## config.mk

```make
export PLATFORM = sky130hd
export DESIGN_NAME = hb_deadtime_seq
export DESIGN_NICKNAME = d
export VERILOG_FILES = /design/src/rtl/hb_deadtime_seq.sv
export SDC_FILE = /design/constraint.sdc
export NUM_CORES = 1
export LEC_CHECK = 0
export ABC_AREA = 1
export BUFFER_PORTS_ARGS = -buffer_cell sky130_fd_sc_hd__buf_2
export CORE_ASPECT_RATIO = 1.75
export CORE_UTILIZATION = 44
export DETAILED_ROUTE_END_ITERATION = 10
export GPL_ROUTABILITY_DRIVEN = 0
export RECOVER_POWER = 25
export SYNTH_ARGS = -nofsm -noshare
export SYNTH_HDL_FRONTEND = slang
export SYNTH_SLANG_ARGS = --single-unit
```

## constraint.sdc

```tcl
create_clock -name clk -period 13.1 [get_ports clk]
set_clock_uncertainty 0.1 [all_clocks]
set_input_delay 1.31 -clock clk [delete_from_list [all_inputs] [get_ports clk]]
set_output_delay 1.31 -clock clk [all_outputs]
set_load 0.005 [all_outputs]
```

## src/rtl/hb_deadtime_seq.sv

```systemverilog
module hb_deadtime_seq #(
  parameter int CW       = 12,
  parameter int BW       = 8,
  parameter int MIN_ON   = 20,
  parameter int HD_NUM   = 35,
  parameter int HD_SHIFT = 10
) (
  input  logic          clk,
  input  logic          rst_n,
  input  logic          en,
  input  logic          osc_tick,
  input  logic [CW-1:0] duty_cmd,
  input  logic [CW-1:0] ss_limit,
  input  logic [BW-1:0] lead_dly,
  input  logic [BW-1:0] trail_dly,
  output logic          pri_lo,
  output logic          pri_hi,
  output logic          sr_lo,
  output logic          sr_hi
);
  localparam int SW = CW + 1;
  localparam int PW = CW + $clog2(HD_NUM + 1);
  localparam logic [CW-1:0] ONE  = CW'(1);
  localparam logic [CW-1:0] MINV = CW'(MIN_ON);
  localparam logic [CW-1:0] CMAX = '1 - ONE;
  localparam logic [PW-1:0] HDN  = PW'(HD_NUM);

  logic [CW-1:0] cnt_q, lead_q, trail_q, ton_q;
  logic          seen_q, go_q, pon_q, side_q, nxt_q, srl_q, srh_q;

  logic [CW-1:0] meas, hd, lead_e, trail_e, room, req, req_m, ton;
  logic [PW-1:0] prod;
  logic [SW-1:0] need, nxt_cnt, t_on, t_off, t_sr;
  logic          valid;

  assign meas    = seen_q ? cnt_q + ONE : '0;
  assign prod    = PW'(meas) * HDN;
  assign hd      = CW'(prod >> HD_SHIFT);
  assign lead_e  = (lead_dly == '0) ? ONE : CW'(lead_dly);
  assign trail_e = (trail_dly == '0) ? ONE : CW'(trail_dly);
  assign need    = {1'b0, hd} + {1'b0, lead_e};
  assign room    = ({1'b0, meas} > need) ? meas - need[CW-1:0] : '0;
  assign req     = (duty_cmd < ss_limit) ? duty_cmd : ss_limit;
  assign req_m   = (req != '0 && req < MINV) ? MINV : req;
  assign ton     = (req_m < room) ? req_m : room;
  assign valid   = (ton >= MINV);

  assign nxt_cnt = {1'b0, cnt_q} + SW'(1);
  assign t_on    = {1'b0, lead_q};
  assign t_off   = t_on + {1'b0, ton_q};
  assign t_sr    = t_off + {1'b0, trail_q};

  always_ff @(posedge clk or negedge rst_n) begin
    if (!rst_n) begin
      cnt_q   <= '0;
      seen_q  <= 1'b0;
      go_q    <= 1'b0;
      pon_q   <= 1'b0;
      side_q  <= 1'b0;
      nxt_q   <= 1'b0;
      srl_q   <= 1'b1;
      srh_q   <= 1'b1;
      lead_q  <= ONE;
      trail_q <= ONE;
      ton_q   <= '0;
    end else begin
      cnt_q  <= osc_tick ? '0 : ((cnt_q == CMAX) ? cnt_q : cnt_q + ONE);
      seen_q <= seen_q | osc_tick;
      if (!en) begin
        go_q  <= 1'b0;
        pon_q <= 1'b0;
        srl_q <= 1'b1;
        srh_q <= 1'b1;
        nxt_q <= 1'b0;
      end else if (osc_tick) begin
        pon_q   <= 1'b0;
        go_q    <= valid;
        side_q  <= nxt_q;
        lead_q  <= lead_e;
        trail_q <= trail_e;
        ton_q   <= ton;
        srl_q   <= !(valid && !nxt_q);
        srh_q   <= !(valid && nxt_q);
        if (valid) nxt_q <= ~nxt_q;
      end else if (go_q) begin
        if (nxt_cnt == t_on)  pon_q <= 1'b1;
        if (nxt_cnt == t_off) pon_q <= 1'b0;
        if (nxt_cnt == t_sr) begin
          srl_q <= 1'b1;
          srh_q <= 1'b1;
          go_q  <= 1'b0;
        end
      end
    end
  end

  assign pri_lo = en & pon_q & ~side_q;
  assign pri_hi = en & pon_q & side_q;
  assign sr_lo  = ~en | srl_q;
  assign sr_hi  = ~en | srh_q;
endmodule

```

; Word-level counts from Yosys, hierarchy flattened
; Cells that the tools add are included.
[word_totals]
register_bits = 55
in_bits = 44
elab_cells = 82
[op_classes]
addsub = 6
n_mul = 1
n_lt_le_gt_ge = 5
eq_ne = 10
n_mux = 27
bitwise = 9
n_reduce_logical = 13
[op_table]
columns = op, count
row1 = $mux W12, 7
row2 = $eq A13 B13 Y1, 2
row3 = $lt A12 B12 Y1, 2
row4 = $mul A12 B6 Y18 const B, 1
row5 = $mux W1, 18
row6 = $logic_not A8 Y1, 2
row7 = $mux W8, 2
row8 = $add A12 B1 Y13 const B, 1
row9 = $add A12 B12 Y13, 1
row10 = $add A13 B12 Y13, 1
row11 = $eq A13 B12 Y1, 1
row12 = $add A12 B1 Y12 const B, 1
row13 = $eq A12 B12 Y1 const B, 1
row14 = $ge A12 B5 Y1 const B, 1
row15 = $gt A12 B9 Y1, 1
row16 = $lt A12 B5 Y1 const B, 1
row17 = $reduce_bool A12 Y1, 1
row18 = $sub A12 B9 Y12, 1
row19 = $add A8 B8 Y9, 1
row20 = $reduce_and A2 Y1, 4
row21 = $ne A3 B1 Y1 const B, 2
row22 = $ne A2 B1 Y1 const B, 2
row23 = $ne A4 B1 Y1 const B, 1
row24 = $and A1 B1 Y1, 3
row25 = other kinds (5), 13

; Logic depth before layout (Yosys ltp)
; Gate-level depths: netlist (run 1).
[logic_depth]
depth_word = 13
depth_mapped = 61
depth_no_buf = 59

; Worst setup path after synthesis (run 1)
; OpenSTA, ideal clock, no wires.
[synth_path]
path_kind = register to register
start = register cnt_q[0]
end = register nxt_q
t_arrival_ns = 8.234
required_ns = 12.883
slack_ns = 4.649
stages_incl_launch_ff = 55
path_cell_list = dfrtp_1 > buf_6 > nand2_4 > nor2_4 > nand2_1 > nor2_1 > xor2_1 > inv_1 > nor2_1 > xor2_1 > ha_1 > inv_1 > fa_1 > inv_1 > ha_1 > a21oi_1 > o221ai_1 > a21oi_1 > [19 not listed] > nand2_2 > nand2_1 > nand2_1 > inv_1 > nand3_1 > ha_1 > a21oi_1 > nand3b_1 > a21oi_1 > a2111oi_2 > nand2_4 > buf_6 > o21ai_1 > nand2_1 > nand3_2 > nand2_1 > nand2_1 > nand2_1
[synth_via]
elab_chain_len = 11
[synth_rtl]
columns = element, line_no
row1 = from (decl), 28  ; logic [CW-1:0] cnt_q, lead_q, trail_q, ton_q;
row2 = from (signal assigned), 67  ; cnt_q <= osc_tick ? '0 : ((cnt_q == CMAX) ? cnt_q : cnt_q + ONE);
row3 = $add A12 B1 Y12 *, 36  ; assign meas = seen_q ? cnt_q + ONE : '0;
row4 = $mux W12 *, 36
row5 = $mul A12 B6 Y18, 37  ; assign prod = PW'(meas) * HDN;
row6 = $add A8 B8 Y9, 41  ; assign need = {1'b0, hd} + {1'b0, lead_e};
row7 = $sub A12 B9 Y12 or $gt A12 B9 Y1 (tied branches), 42  ; assign room = ({1'b0, meas} > need) ? meas - need[CW-1:0] : '0;
row8 = $mux W12 *, 42
row9 = $lt A12 B12 Y1, 45  ; assign ton = (req_m < room) ? req_m : room;
row10 = $mux W12 *, 45
row11 = $ge A12 B5 Y1 *, 46  ; assign valid = (ton >= MINV);
row12 = $ne A2 B1 Y1 (no source line) *, --
row13 = $reduce_and A2 Y1 (no source line) *, --
row14 = to (signal assigned), 84  ; if (valid) nxt_q <= ~nxt_q;
row15 = to (decl), 29  ; logic seen_q, go_q, pon_q, side_q, nxt_q, srl_q, srh_q;
; Every way passes the cells marked *; elsewhere a longest branch is shown, timed or not.
; A chain may end at the register's enable or synchronous reset.

; Worst setup path in the final report (run 1)
; Same ends and word-level chain as after synthesis.

==> impl_metrics.toml, run 1 <==
[global_route]
grtUsageTotal_pct = 22.9
grt_antenna_before_repair = 0
grt_first_pass_wirelength_um = 26500
grt_max_degree = 48
globalRouteOverflowTotal = 0
grt_pass1_vias = 5658

[pwr]
p_leak_nw = 3.75
p_per_area_nw_per_um2 = 97.6
total_power_mw = 0.659
ir_drop_mv = 0.0716

[logic_synthesis]
synth_nets = 1025
synth_flop_cell = "dfrtp_1"
synth-edff-count = 0
syn_area_um2 = 6210
ys_seq_area_share_pct = 19.0
synth_cells = 883
yosysWarnings = 0
synth.most_common_cell = "nand2_1"
synthArstFlopShare_pct = 100
synth_area_leaders = "ha_1 (18%), dfrtp_1 (17%), nand2_1 (15%)"
synth_area_per_cell_um2 = 7.03
synth_common_cells = "nand2_1 (242), inv_1 (133), ha_1 (87)"
synth_top_area_share_pct = 17.5
yosysTopAreaCell = "ha_1"
synth_cell_types = 52
yosys_register_bits = 47

[finish]
final_util_pct = 48.8
area_delta_synth_final_pct = 8.81
finalInstanceArea_um2 = 6750
n_antenna_cell = 0
nNetsFinal = 1062
drive_gt1_share_pct = 13.2
instances_no_fill = 1098
fill_cells = 1454

[placement]
dp_hpwl_um = 13300
numPortBuffers = 47
place_inst = 1090
placed_area_um2 = 6580
place_ws_ps = 3530

[worst_setup_path]
path_buf_inv = 5
path_max_fanout = 16
worstPathRequired_ps = 13190
cpMostUsedCell = "nand2_1"
end_kind = "flop"
cp_top_family = "simple AND/OR/NAND/NOR gates"
r2r_start = "cnt_q[0]$_DFFE_PN0P_"
critPathKind = "flop to flop"
worstSetupStartpointType = "flop"
cp-startpoint = "cnt_q[0]$_DFFE_PN0P_"
arrival_ps = 9660
cp_slowest_cell = "a2111oi_2"
cp_slowest_stage_delay_ps = 770

[sta]
rsz0062_at_grt = "false"
slew_headroom_pct = -73.9
setup_tns_ps = 0
hold_ws_ps = 389
slew_viol_final = 48
max_freq_mhz = 104
fin_crit_sh_pct = 73.1
setup_viol = 0
worst_slack_ps = 3530
hold_viol = 0
fin_crit_ps = 9570
worst_slew_pin_slew_ps = 2610

[floorplan]
rows = 57
core_area_um2 = 13800
die_w_um = 91.8
boundaryPins = 48
die_y_um = 159
design.die.area_um2 = 14600
start_util_pct = 44.9

[clock_network]
cts_root_buffer = "clkbuf_16"
clk_path_buf_depth = 2
insertion_delay_ps = 300
cts_made_buffers = 5
cts_num_sinks = 47
post_cts_resized = 0
cts_setup_buffers = 0
cts_tree = "built"
clk_pin_slew_ps = 70
htree_levels = 2
cts_hold_buf = 0

[outcome]
violations = "capacitance limit, slew limit"
outcome = "finished, violations left"

[route]
postRouteAntennaNets = 0
vias_per_cell = 5.12
num_vias = 5626
dr.pass1.iters = 7
drt_iter0_markers = 200
wire_per_inst_um = 14.4
remaining_drc_errors = 0
wl_um = 15800

[hold_path]
hp-start = "ton_q[7]$_DFFE_PN0P_"
min_path_type = "flop to flop"

[run]
cap_viol_max_count = 1
[power by group]
group / switching [mW] / total (mW) / internal, mW
combinational: 0.193 / 0.322 / 0.128
clock: 0.0596 / 0.156 / 0.0961
sequential: 0.0166 / 0.182 / 0.165
[final cells by class]
type | count | area, um2 | area share (%)
multi-input cells | 677 | 4400 | 65.1
flip-flops and latches | 47 | 1180 | 17.5
inverters | 139 | 522 | 7.73
repair buffers | 50 | 254 | 3.76
well taps | 177 | 221 | 3.28
clock buffers | 6 | 139 | 2.06
clock inverters | 2 | 38.8 | 0.574
[per-layer routing]
metal  up-vias  track usage [%]  share of wire [%]
met3        32             1.15                1.5
met1      2591             24.0                 38
li1       2908                -                  -
met4         0             9.52                3.7
met2        95             45.9                 57
met5         -                0                  0
[placed cells by master (no fill, tap or decap), types with 7 or more instances in the layout]
cell and count:
a21oi_1 41, nor2_1 46, buf_2 47, o21ai_0 41, nand4_1 10, xnor2_1 20
nand3_1 38, xor2_1 36, ha_1 87, nor2_4 7, nand2_2 17, or2_2 8
fa_1 11, nor3_1 8, nand2_1 242, inv_1 133, dfrtp_1 43
[registers in the layout (all words and copies together), names as in the netlist, 8 cells and up]
name	cells
cnt_q	12
trail_q	8
lead_q	8
ton_q	12
[tightest hold or removal path, cell delays in order (launching register included)]
cell and delay [ps]:
dfrtp_1 350, nand2_1 50, o21ai_0 60
[cell families after synthesis]
| family | after synthesis | share of synthesized area, % |
|---|---|---|
| fa+ha+maj | 98 | 21.1 |
| compound gates | 120 | 11.8 |
| flops | 47 | 19.0 |
| mux | 1 | 0.181 |
| simple gates | 401 | 29.4 |
| buf+inv | 159 | 10.1 |
| xor+xnor | 57 | 8.35 |
[worst paths after layout]
kind / end / slack, ps / cells after the start
setup / recovery: nxt_q$_DFFE_PN0P_ / 3530 / 52
hold / removal: ton_q[7]$_DFFE_PN0P_ / 390 / 2
setup reg to reg: nxt_q$_DFFE_PN0P_ / 3530 / 52
hold reg to reg: ton_q[7]$_DFFE_PN0P_ / 390 / 2
max in group asynchronous: ton_q[8]$_DFFE_PN0P_ / 9570 / 2
min in group asynchronous: trail_q[7]$_DFFE_PN0P_ / 1800 / 2
(Power assumes the default switching activity.)
==> run 2: changes to the inputs <==
==> constraint.sdc (replaced) <==
create_clock -name clk -period 7.7 [get_ports clk]
set_clock_uncertainty 0.1 [all_clocks]
set_input_delay 0.77 -clock clk [delete_from_list [all_inputs] [get_ports clk]]
set_output_delay 0.77 -clock clk [all_outputs]
set_load 0.005 [all_outputs]
==> run 2 against run 1 <==
  * The run ends with DRC, capacitance limit, slew limit, setup timing left
  * Global-route usage is 1.3 points higher
  * Utilization increased by 8.8 points
  * Sequential power is 69% higher
  * Non-clock buffer count increased by 112
  * Clock power up 69%
  * Largest cell class unchanged
==> impl_metrics.toml, run 2 (synthesis results as in run 1) <==
[outcome]
outcome = "finished, violations left"
violations = "DRC, capacitance limit, slew limit, setup timing"

[worst_setup_path]
r2r_cells = 50
regToRegEndpoint = "nxt_q$_DFFE_PN0P_"
worstSetupStartpointType = "flop"
cp_slowest_stage_delay_ps = 420
critPathKind = "flop to flop"
cp_slowest_cell = "dfrtp_1"
worstPathRequired_ps = 7790
path_max_fanout = 13
arrival_ps = 7890
r2r_start = "cnt_q[1]$_DFFE_PN0P_"
cpMostUsedCell = "nand2_1"
end_kind = "flop"
r2r_slack_ps = -100

[sta]
slew_viol_final = 48
slew_headroom_pct = -69.1
worst_slack_ps = -102
setup_tns_ps = -345
worst_slew_pin_slew_ps = 2540
hold_viol = 0
fin_crit_ps = 7800
rsz0062_at_grt = "true"
fin_crit_sh_pct = 101
max_freq_mhz = 128
setup_viol = 5

[finish]
reg_top3 = "cnt_q: 12 flops, ton_q: 12 flops"
nNetsFinal = 1174
drive_gt1_share_pct = 28.9
finalInstanceArea_um2 = 7970
area_delta_synth_final_pct = 28.4
final_common_cell = "nand2_1"
final_cell_mix = "nand2_1 (228), inv_1 (126), buf_4 (111), ha_1 (76), buf_2 (47)"
n_antenna_cell = 0

[floorplan]
die_y_um = 159
start_util_pct = 44.9
design.die.area_um2 = 14600
die_w_um = 91.8
core_area_um2 = 13800
rows = 57
boundaryPins = 48

[global_route]
groute.layer.met2.usage_pct = 48.4
grt.busiest_layer = "met2"
grtUsageMet3_pct = 1.77
grtUsageMet1_pct = 23.7
globalRouteOverflowTotal = 0
grt_max_degree = 48
grt_antenna_before_repair = 0
grtUsageTotal_pct = 24.2
grt_pass1_vias = 6062
grt_first_pass_wirelength_um = 28000

[route]
drt_iter0_markers = 145
postRouteAntennaNets = 0
wl_um = 16800
dr.pass1.iters = 7
remaining_drc_errors = 2
wire_per_inst_um = 13.9
vias_per_cell = 4.99
num_vias = 6032

[run]
cap_viol_max_count = 1

[clock_network]
cts_made_buffers = 5
htree_levels = 2
insertion_delay_ps = 300
cts_root_buffer = "clkbuf_16"
clk_pin_slew_ps = 60
clk_path_buf_depth = 2
cts_num_sinks = 47
cts_tree = "built"

[placement]
placed_area_um2 = 7430
numPortBuffers = 47
place_ws_ps = -278
dp_hpwl_um = 14000

[hold_path]
whs_endpoint = "ton_q[2]$_DFFE_PN0P_"
hp-start = "ton_q[2]$_DFFE_PN0P_"
worstHoldPathCells = 2
min_path_type = "flop to flop"

[pwr]
p_per_area_nw_per_um2 = 147
total_power_mw = 1.17
ir_drop_mv = 0.107
p_leak_nw = 4.31
run 2: cell count changes in the layout (fill, tap and decap cells not counted), sizes merged:
cell,delta
buf,+112
run 2: critical path, delay by kind of cell, from the launching register on:
family,cells,cell delay [ps]
AOI/OAI and AO/OA,13,2050
xor gates and xnor gates,3,390
adders and majority gates,7,1970
buffers and inverters,7,720
DFF,1,420
and+or+nand+nor,20,2020
run 2: worst max path at each step:
stage | cells past startpoint | end | from | slack [ps]
after detailed placement | 49 | nxt_q$_DFFE_PN0P_ | cnt_q[1]$_DFFE_PN0P_ | -280
after floorplan | 52 | go_q$_DFF_PN0_ | cnt_q[0]$_DFFE_PN0P_ | -170
final | 50 | nxt_q$_DFFE_PN0P_ | cnt_q[1]$_DFFE_PN0P_ | -100
after global routing | 53 | go_q$_DFF_PN0_ | cnt_q[1]$_DFFE_PN0P_ | -690
after global placement | 52 | nxt_q$_DFFE_PN0P_ | cnt_q[1]$_DFFE_PN0P_ | -170
after CTS | 51 | go_q$_DFF_PN0_ | cnt_q[1]$_DFFE_PN0P_ | -180
run 2: power by group:
part           internal [mW]  total [mW]  switching [mW]  leakage (nW)
clock                  0.163       0.263          0.0994        0.0875
combinational          0.267       0.603           0.335          3.62
sequential             0.281       0.307          0.0261         0.599
total                  0.711        1.17           0.461          4.31
run 2: layout make-up:
class | instances | area (um2)
flip-flops and latches | 47 | 1180
multi-input cells | 677 | 4750
inverters | 139 | 529
clock buffers | 6 | 139
well taps | 177 | 221
clock inverters | 2 | 38.8
fillers | 1380 | 5870
repair buffers | 162 | 1110
run 2: routing by layer:
metal | up-vias | part of all wire (%)
met3 | 50 | 1.6
met1 | 2760 | 36
met4 | 0 | 5.8
met2 | 92 | 56
li1 | 3130 | -
met5 | - | 0
run 2: what timing repair did:
| item | 4_1_cts | 5_1_grt |
|---|---|---|
| endpoints found under the hold margin | 0 | 0 |
| buffers inserted | 11 | 3 |
| pin swaps | 38 | 29 |
| gates cloned | 1 | 0 |
| hold buffers | 0 | 0 |
| endpoints found under the setup margin | 16 | 16 |
| gates resized for setup | 29 | 30 |
run 2: stage by stage:
stage	hold WS [ps]	utilization (%)	cells
6_report	387	57.6	1210
5_1_grt	411	57.6	1210
4_1_cts	394	56.5	1207
3_5_place_dp	378	53.7	1187
3_3_place_gp	370	53.7	1187
2_1_floorplan	353	-	883
==> run 3: changes to the inputs <==
--- a/config.mk
+++ b/config.mk
@@ -12,6 +12,7 @@
 export DETAILED_ROUTE_END_ITERATION = 10
 export GPL_ROUTABILITY_DRIVEN = 0
 export RECOVER_POWER = 25
+export SKIP_LAST_GASP = 1
 export SYNTH_ARGS = -nofsm -noshare
 export SYNTH_HDL_FRONTEND = slang
 export SYNTH_SLANG_ARGS = --single-unit
==> run 3 against run 2 <==
  * The flow still finishes with violations (DRC, capacitance limit, slew limit, setup timing)
  * Sequential power about the same
  * Clock power hardly changed
  * Register-to-register slack about the same
  * Non-clock buffer count unchanged
  * Sequential share of layout area barely moved
  * Cell area hardly changed
  * Fmax is essentially flat
  * Critical endpoint unchanged
  * Largest power group unchanged
==> impl_metrics.toml, run 3 (synthesis results as in run 1) <==
[finish]
instances_no_fill = 1210
final_util_pct = 57.5
n_antenna_cell = 0
area_delta_synth_final_pct = 28.3
reg_top3 = "cnt_q: 12 flops, ton_q: 12 flops"
drive_gt1_share_pct = 28.8
nNetsFinal = 1174
final_common_cell = "nand2_1"
final_cell_mix = "nand2_1 (229), inv_1 (126), buf_4 (112), ha_1 (76), buf_2 (47)"

[sta]
hold_ws_ps = 387
hold_viol = 0
max_freq_mhz = 128
slew_headroom_pct = -69.2
worst_slew_pin_slew_ps = 2540
fin_crit_sh_pct = 101
fin_crit_ps = 7800
slew_viol_final = 48
setup_viol = 5
worst_slack_ps = -99.5
rsz0062_at_grt = "true"

[floorplan]
die_w_um = 91.8
boundaryPins = 48
rows = 57
core_area_um2 = 13800
start_util_pct = 44.9
design.die.area_um2 = 14600
die_y_um = 159

[worst_setup_path]
arrival_ps = 7890
worstPathRequired_ps = 7790
end_kind = "flop"
critPathKind = "flop to flop"
path_max_fanout = 13
cpMostUsedCell = "nand2_1"
worstSetupStartpointType = "flop"
cp_slowest_stage_delay_ps = 420
path_buf_inv = 7
cp_slowest_cell = "dfrtp_1"
cp_top_family = "compound AO/OA/AOI/OAI gates"

[route]
wire_per_inst_um = 13.9
vias_per_cell = 4.98
remaining_drc_errors = 2
dr.pass1.iters = 7
postRouteAntennaNets = 0
num_vias = 6024
wl_um = 16800
drt_iter0_markers = 145

[global_route]
globalRouteOverflowTotal = 0
grt_pass1_vias = 6062
grt_antenna_before_repair = 0
grt_first_pass_wirelength_um = 28000
grtUsageTotal_pct = 24.2
grt_max_degree = 48

[clock_network]
cts_tree = "built"
clk_path_buf_depth = 2
cts_num_sinks = 47
cts_made_buffers = 5
cts_root_buffer = "clkbuf_16"
insertion_delay_ps = 300
htree_levels = 2
cts_hold_buf = 0
clk_pin_slew_ps = 60

[placement]
numPortBuffers = 47
place_inst = 1187
dp_hpwl_um = 14000

[run]
cap_viol_max_count = 1

[hold_path]
min_path_type = "flop to flop"

[pwr]
p_leak_nw = 4.31
p_per_area_nw_per_um2 = 147
ir_drop_mv = 0.107

[outcome]
violations = "DRC, capacitance limit, slew limit, setup timing"
outcome = "finished, violations left"
[run 3: area by class of cell]
type                    instances  area, um2
clock buffers                   6        139
clock inverters                 2       38.8
fillers                      1379       5880
inverters                     139        529
multi-input cells             677       4750
flip-flops and latches         47       1180
well taps                     177        221
repair buffers                162       1100
[run 3: power by group]
part	switching [mW]	internal, mW	total [mW]
Combinational	0.334	0.266	0.601
Clock	0.0993	0.163	0.263
Sequential	0.0260	0.281	0.307
Total	0.460	0.710	1.17
[run 3: through the flow]
stage | worst slack (ps) | instance area [um2] | TNS [ps] | power, mW
2_1_floorplan | -171 | 6330 | -625 | 0.746
3_3_place_gp | -172 | 7430 | -621 | 0.890
3_5_place_dp | -278 | 7430 | -1860 | 0.896
4_1_cts | -180 | 7820 | -835 | 1.17
5_1_grt | -685 | 7960 | -7790 | 1.27
6_report | -99.5 | 7960 | -331 | 1.17
[run 3: timing repair]
item / 4_1_cts / 5_1_grt
cloned: 1 / 0
gates resized for setup: 29 / 27
buffers inserted: 11 / 3
pin swaps: 37 / 30
endpoints found under the setup margin: 16 / 16
[run 3: worst min-delay path: cells and delay by family (launching register included)]
| family | cells | cell delay, ps |
|---|---|---|
| compound gates | 1 | 50 |
| flops | 1 | 350 |
| simple gates | 1 | 50 |
[run 3: path summary, 6_finish.rpt]
check / from / to / slack (ps) / cells past startpoint
worst max-delay path: cnt_q[1]$_DFFE_PN0P_ / nxt_q$_DFFE_PN0P_ / -100 / 50
worst min-delay path: ton_q[2]$_DFFE_PN0P_ / ton_q[2]$_DFFE_PN0P_ / 390 / 2
worst max register to register: cnt_q[1]$_DFFE_PN0P_ / nxt_q$_DFFE_PN0P_ / -100 / 50
worst min register to register: ton_q[2]$_DFFE_PN0P_ / ton_q[2]$_DFFE_PN0P_ / 390 / 2
max in group asynchronous: rst_n / nxt_q$_DFFE_PN0P_ / 4890 / 1
min in group asynchronous: rst_n / cnt_q[1]$_DFFE_PN0P_ / 1160 / 1
[run 3: metal layers]
metal / track usage, % / wire, um / part of all wire, %
met5: 0 / 0 / 0
met4: 13.6 / 982 / 5.9
met3: 1.77 / 269 / 1.6
met2: 48.4 / 9430 / 56
met1: 23.7 / 6100 / 36
